## src/rtl/scp_pkg.sv

```systemverilog
package scp_pkg;
  localparam int WORD_W = 48;
  localparam int CAT_W  = 8;
  localparam logic [CAT_W-1:0] CAT_SHUTTER = 8'h81;
  localparam logic [CAT_W-1:0] CAT_GENERAL = 8'h00;

  typedef struct packed {
    logic [1:0]  clk_sel;
    logic [9:0]  shut_v;
    logic [11:0] shut_h;
    logic [9:0]  hs_v;
  } shut_t;

  typedef struct packed {
    logic [1:0] mode;
    logic [1:0] pattern;
    logic [1:0] ob_pat;
    logic [1:0] adc_phase;
  } gen_t;

  function automatic logic [CAT_W-1:0] word_cat(input logic [WORD_W-1:0] w);
    return w[CAT_W-1:0];
  endfunction

  function automatic shut_t unpack_shut(input logic [WORD_W-1:0] w);
    shut_t s;
    s.clk_sel = w[9:8];
    s.shut_v  = w[19:10];
    s.shut_h  = w[31:20];
    s.hs_v    = w[41:32];
    return s;
  endfunction

  function automatic gen_t unpack_gen(input logic [WORD_W-1:0] w);
    gen_t g;
    g.mode      = w[11:10];
    g.pattern   = w[17:16];
    g.ob_pat    = w[35:34];
    g.adc_phase = w[37:36];
    return g;
  endfunction

  function automatic logic [1:0] standby_of(input logic [WORD_W-1:0] w);
    return w[39:38];
  endfunction

  function automatic logic frame_complete(input int unsigned count, input int unsigned width);
    return count == width;
  endfunction
endpackage

```

## src/rtl/scp_sync.sv

```systemverilog
module scp_sync #(
  parameter int WIDTH = 1,
  parameter int STAGES = 2,
  parameter logic [WIDTH-1:0] RST_VAL = '0
) (
  input  logic             clk,
  input  logic             rst_n,
  input  logic [WIDTH-1:0] d_in,
  output logic [WIDTH-1:0] q_out
);
  logic [WIDTH-1:0] stg [STAGES];

  generate
    for (genvar s = 0; s < STAGES; s++) begin : g_stage
      if (s == 0) begin : g_first
        always_ff @(posedge clk or negedge rst_n) begin
          if (!rst_n) stg[0] <= RST_VAL;
          else        stg[0] <= d_in;
        end
      end else begin : g_next
        always_ff @(posedge clk or negedge rst_n) begin
          if (!rst_n) stg[s] <= RST_VAL;
          else        stg[s] <= stg[s-1];
        end
      end
    end
  endgenerate

  assign q_out = stg[STAGES-1];
endmodule

```

## src/rtl/scp_shifter.sv

```systemverilog
module scp_shifter #(
  parameter int WORD_W = 48,
  localparam int CNT_MAX = WORD_W + 1,
  localparam int CNT_W = $clog2(WORD_W + 2)
) (
  input  logic              clk,
  input  logic              rst_n,
  input  logic              sclk_s,
  input  logic              sdat_s,
  input  logic              en_n_s,
  output logic [WORD_W-1:0] word,
  output logic              word_strb,
  output logic              en_rise
);
  logic             sclk_d;
  logic             en_d;
  logic [CNT_W-1:0] cnt;
  logic             sclk_rise;

  assign sclk_rise = sclk_s & ~sclk_d;
  assign en_rise   = en_n_s & ~en_d;

  always_ff @(posedge clk or negedge rst_n) begin
    if (!rst_n) begin
      sclk_d    <= 1'b0;
      en_d      <= 1'b1;
      cnt       <= '0;
      word      <= '0;
      word_strb <= 1'b0;
    end else begin
      sclk_d    <= sclk_s;
      en_d      <= en_n_s;
      word_strb <= 1'b0;
      if (en_n_s) begin
        cnt <= '0;
        if (en_rise)
          word_strb <= scp_pkg::frame_complete(int'(cnt), WORD_W);
      end else if (sclk_rise) begin
        word <= {sdat_s, word[WORD_W-1:1]};
        if (cnt != CNT_W'(CNT_MAX)) cnt <= cnt + 1'b1;
      end
    end
  end
endmodule

```

## src/rtl/scp_shadow.sv

```systemverilog
module scp_shadow
  import scp_pkg::*;
(
  input  logic              clk,
  input  logic              rst_n,
  input  logic [WORD_W-1:0] word,
  input  logic              word_strb,
  output shut_t             shut_sh,
  output gen_t              gen_sh,
  output logic              stb_load,
  output logic [1:0]        stb_new
);
  logic is_shut;
  logic is_gen;

  assign is_shut  = word_strb && (word_cat(word) == CAT_SHUTTER);
  assign is_gen   = word_strb && (word_cat(word) == CAT_GENERAL);
  assign stb_load = is_gen;
  assign stb_new  = standby_of(word);

  always_ff @(posedge clk or negedge rst_n) begin
    if (!rst_n) begin
      shut_sh <= '0;
      gen_sh  <= '0;
    end else begin
      if (is_shut) shut_sh <= unpack_shut(word);
      if (is_gen)  gen_sh  <= unpack_gen(word);
    end
  end
endmodule

```

## src/rtl/scp_commit.sv

```systemverilog
module scp_commit
  import scp_pkg::*;
(
  input  logic       clk,
  input  logic       rst_n,
  input  logic       hsync_n,
  input  logic       vsync_n,
  input  logic       readout_line,
  input  shut_t      shut_sh,
  input  gen_t       gen_sh,
  input  logic       stb_load,
  input  logic [1:0] stb_new,
  output logic       hs_commit,
  output logic       vs_commit,
  output shut_t      shut_act,
  output gen_t       gen_act,
  output logic [1:0] stb_act
);
  logic hs_d;
  logic vs_d;

  assign hs_commit = hs_d & ~hsync_n & readout_line;
  assign vs_commit = vs_d & ~vsync_n;

  always_ff @(posedge clk or negedge rst_n) begin
    if (!rst_n) begin
      hs_d     <= 1'b1;
      vs_d     <= 1'b1;
      shut_act <= '0;
      gen_act  <= '0;
      stb_act  <= '0;
    end else begin
      hs_d <= hsync_n;
      vs_d <= vsync_n;
      if (hs_commit) begin
        shut_act          <= shut_sh;
        gen_act.ob_pat    <= gen_sh.ob_pat;
        gen_act.adc_phase <= gen_sh.adc_phase;
      end
      if (vs_commit) begin
        gen_act.mode    <= gen_sh.mode;
        gen_act.pattern <= gen_sh.pattern;
      end
      if (stb_load) stb_act <= stb_new;
    end
  end
endmodule

```

## src/rtl/sensor_tg_serial_ctrl.sv

```systemverilog
module sensor_tg_serial_ctrl
  import scp_pkg::*;
#(
  parameter int SYNC_STAGES = 2
) (
  input  logic        clk,
  input  logic        rst_n,
  input  logic        ser_clk,
  input  logic        ser_data,
  input  logic        ser_en_n,
  input  logic        hsync_n,
  input  logic        vsync_n,
  input  logic        readout_line,
  output logic [1:0]  act_clk_sel,
  output logic [9:0]  act_shut_v,
  output logic [11:0] act_shut_h,
  output logic [9:0]  act_hs_v,
  output logic [1:0]  act_mode,
  output logic [1:0]  act_pattern,
  output logic [1:0]  act_ob_pat,
  output logic [1:0]  act_adc_phase,
  output logic [1:0]  act_standby,
  output logic        cam_normal
);
  logic [2:0]        ser_s;
  logic [WORD_W-1:0] word;
  logic              word_strb;
  logic              en_rise;
  logic              hs_commit;
  logic              vs_commit;
  logic              stb_load;
  logic [1:0]        stb_new;
  shut_t             shut_sh;
  shut_t             shut_act;
  gen_t              gen_sh;
  gen_t              gen_act;

  scp_sync #(.WIDTH(3), .STAGES(SYNC_STAGES), .RST_VAL(3'b100)) i_sync (
    .clk(clk), .rst_n(rst_n),
    .d_in({ser_en_n, ser_clk, ser_data}),
    .q_out(ser_s)
  );

  scp_shifter #(.WORD_W(WORD_W)) i_shift (
    .clk(clk), .rst_n(rst_n),
    .sclk_s(ser_s[1]), .sdat_s(ser_s[0]), .en_n_s(ser_s[2]),
    .word(word), .word_strb(word_strb), .en_rise(en_rise)
  );

  scp_shadow i_shadow (
    .clk(clk), .rst_n(rst_n),
    .word(word), .word_strb(word_strb),
    .shut_sh(shut_sh), .gen_sh(gen_sh),
    .stb_load(stb_load), .stb_new(stb_new)
  );

  scp_commit i_commit (
    .clk(clk), .rst_n(rst_n),
    .hsync_n(hsync_n), .vsync_n(vsync_n), .readout_line(readout_line),
    .shut_sh(shut_sh), .gen_sh(gen_sh),
    .stb_load(stb_load), .stb_new(stb_new),
    .hs_commit(hs_commit), .vs_commit(vs_commit),
    .shut_act(shut_act), .gen_act(gen_act), .stb_act(act_standby)
  );

  assign act_clk_sel   = shut_act.clk_sel;
  assign act_shut_v    = shut_act.shut_v;
  assign act_shut_h    = shut_act.shut_h;
  assign act_hs_v      = shut_act.hs_v;
  assign act_mode      = gen_act.mode;
  assign act_pattern   = gen_act.pattern;
  assign act_ob_pat    = gen_act.ob_pat;
  assign act_adc_phase = gen_act.adc_phase;
  assign cam_normal    = ~act_standby[0];
endmodule

```

## config.mk

```make
export PLATFORM = sky130hd
export DESIGN_NAME = sensor_tg_serial_ctrl
export DESIGN_NICKNAME = d
export VERILOG_FILES = /design/src/rtl/scp_pkg.sv /design/src/rtl/scp_sync.sv /design/src/rtl/scp_shifter.sv /design/src/rtl/scp_shadow.sv /design/src/rtl/scp_commit.sv /design/src/rtl/sensor_tg_serial_ctrl.sv
export SDC_FILE = /design/constraint.sdc
export NUM_CORES = 1
export LEC_CHECK = 0
export BUFFER_PORTS_ARGS = -buffer_cell sky130_fd_sc_hd__buf_2
export CAP_MARGIN = 20
export CORE_MARGIN = 2
export CORE_UTILIZATION = 35
export CTS_BUF_LIST = sky130_fd_sc_hd__clkbuf_4
export DETAILED_ROUTE_END_ITERATION = 7
export GPL_TIMING_DRIVEN = 0
export HOLD_SLACK_MARGIN = 0.05
export PLACE_DENSITY_LB_ADDON = 0.1
export SLEW_MARGIN = 40
export SYNTH_ARGS = -nofsm -noshare
export SYNTH_HDL_FRONTEND = slang
export SYNTH_HIERARCHICAL = 1
export SYNTH_SLANG_ARGS = --single-unit
```

## constraint.sdc

```tcl
create_clock -name clk -period 2.11 [get_ports clk]
set_clock_uncertainty 0.1 [all_clocks]
set_input_delay 0.3165 -clock clk [delete_from_list [all_inputs] [get_ports clk]]
set_output_delay 0.3165 -clock clk [all_outputs]
set_load 0.05 [all_outputs]
```

==> results.cfg <==
[run_status]
status = finished, final reports clean

[power_and_ir_drop]
leakagePower_nw = 3.61
vdd_drop_max_mv = 0.364
power.density_nw_per_um2 = 783

[route]
first_iter_violations = 130
wire_per_inst_um = 14.4
vias = 2980
drt_pass1_iterations = 4
postRouteAntennaNets = 0
wirelength_mm = 9.59
route.detailed.drc = 0
vias_per_cell = 4.49

[die]
row_count = 47
ios = 53
core_area_um2 = 16500
die-area_um2 = 17700
start_util = 0.354
dieHeight_um = 133
die_x_um = 133

[place]
gp_congestion = 0.650
dp_slack_ns = 0.114
dp_hpwl_mm = 6.32
port_buffers = 52
placed_area_um2 = 6440
placedCellCount = 624

[global_routing]
antenna_found_initial = 1
track_usage = 0.119
grt_max_degree = 76
grt_pass1_vias = 3150
grt_pass1_wl_mm = 16.2
overflow = 0

[sta]
fin_tns_setup_ns = 0
rsz0062_at_grt = false
maxSlewHeadroom = 0.642
max_freq_ghz = 0.511
period_minus_slack_ns = 1.96
timing.final.crit_share = 0.927
hold_viol = 0
worst_slack_ns = 0.154
tightest_slew_ns = 0.535
finalSetupViolCount = 0
drv_slew = 0

[synth]
avgSynthCellArea_um2 = 16.7
yosys_warnings = 6
syn-cell-area_um2 = 5840
synth_nets = 361
syn-instance-count = 350

[final_layout]
nNetsFinal = 440
area_delta_synth_final_pct = 17.3
fin_cells = 664
final_core_util = 0.416
drive_above_1_share = 0.455
final_area_um2 = 6850

[clocking]
clockRootBuffer = clkbuf_4
cts_resized = 0
cts_hold_buffers = 6
cts.htree.levels = 4
cts_tree = built
post_cts_buffers = 0
clk_path_buf_depth = 2
cts-buffers-inserted = 17
clk_pin_slew_ns = 0.12
cts_sinks = 151
clock_latency_ns = 0.54

[flow_run]
max_cap_violations = 0

[hold_path]
hold_path.class = in2async

[setup_path]
crit_fanout = 9
worst_ep_arrival_time_ns = 2.28
startpoint_type = flop
crit_required_ns = 2.44
worstSetupEndpointType = flop
path_class = reg2reg
==> worst paths after layout <==
kind / start / endpoint / depth (start not counted) / slack, ns
setup / recovery: i_shift/word[6] / i_commit/stb_act[1] / 4 / 0.15
hold / removal: rst_n / i_commit/vs_d / 2 / 0.23
setup reg to reg: i_shift/word[6] / i_commit/stb_act[1] / 4 / 0.15
hold reg to reg: i_sync/stg[5] / i_sync/q_out[2] / 0 / 0.26
max in group asynchronous: rst_n / i_shift/en_d / 3 / 1.27
min in group clk: readout_line / i_commit/gen_act[3] / 4 / 0.25
==> area by class of cell <==
cell class | instances | area, um2
fillers | 1586 | 9620
flip-flops and latches | 151 | 3780
multi-input cells | 171 | 1850
repair buffers | 60 | 385
well taps | 220 | 275
clock inverters | 13 | 204
plain buffers | 21 | 175
clock buffers | 19 | 143
inverters | 7 | 26.3
diodes | 2 | 5.00
==> registers in the layout (all words and copies together) (netlist names), 2 cells and up <==
register,cells
i_shift/cnt,6
i_commit/stb_act,2
i_sync/stg,3
i_commit/shut_act,34
i_sync/q_out,3
i_shift/word,48
i_shadow/shut_sh,34
i_commit/gen_act,8
i_shadow/gen_sh,8
==> metrics by stage <==
step                      power [mW]  hold WS (ns)
after detailed placement        3.34         0.181
after global placement          3.32         0.234
after global routing            5.62         0.163
after floorplan                 3.22       -0.0791
final                           5.36         0.230
after CTS                       5.47         0.167
==> cell usage in the layout (no fill, tap or decap), types with 3 or more instances in the layout <==
cell type,instances
mux2_4,9
ha_1,3
nand2_1,3
dfstp_2,5
dlygate4sd3_1,6
clkinvlp_4,4
buf_6,9
clkinv_2,3
dfrtp_1,146
inv_1,6
clkbuf_4,19
mux2_1,50
a21oi_1,4
buf_2,56
mux2_2,75
bufinv_16,5
buf_4,6
and4_1,3
==> critical path, cell delays in order, from the launching register on <==
cell and delay [ns]:
dfrtp_1 0.43, nor4b_2 0.31, nand3_1 0.44, inv_1 0.21, mux2_2 0.35
==> per-layer routing <==
| layer | GRT usage | up-vias | share of wire |
|---|---|---|---|
| met3 | 0.0354 | 13 | 0.030 |
| met2 | 0.189 | 45 | 0.48 |
| li1 | - | 1400 | - |
| met5 | 0 | - | 0 |
| met4 | 0.0550 | 0 | 0.022 |
| met1 | 0.152 | 1522 | 0.47 |
==> power by group <==
part           switching, mW  internal (mW)  total, mW
clock network           1.00           1.08       2.08
registers             0.0507           2.98       3.03
logic                  0.122          0.129      0.252
total                   1.17           4.19       5.36
(Power assumes the default switching activity.)
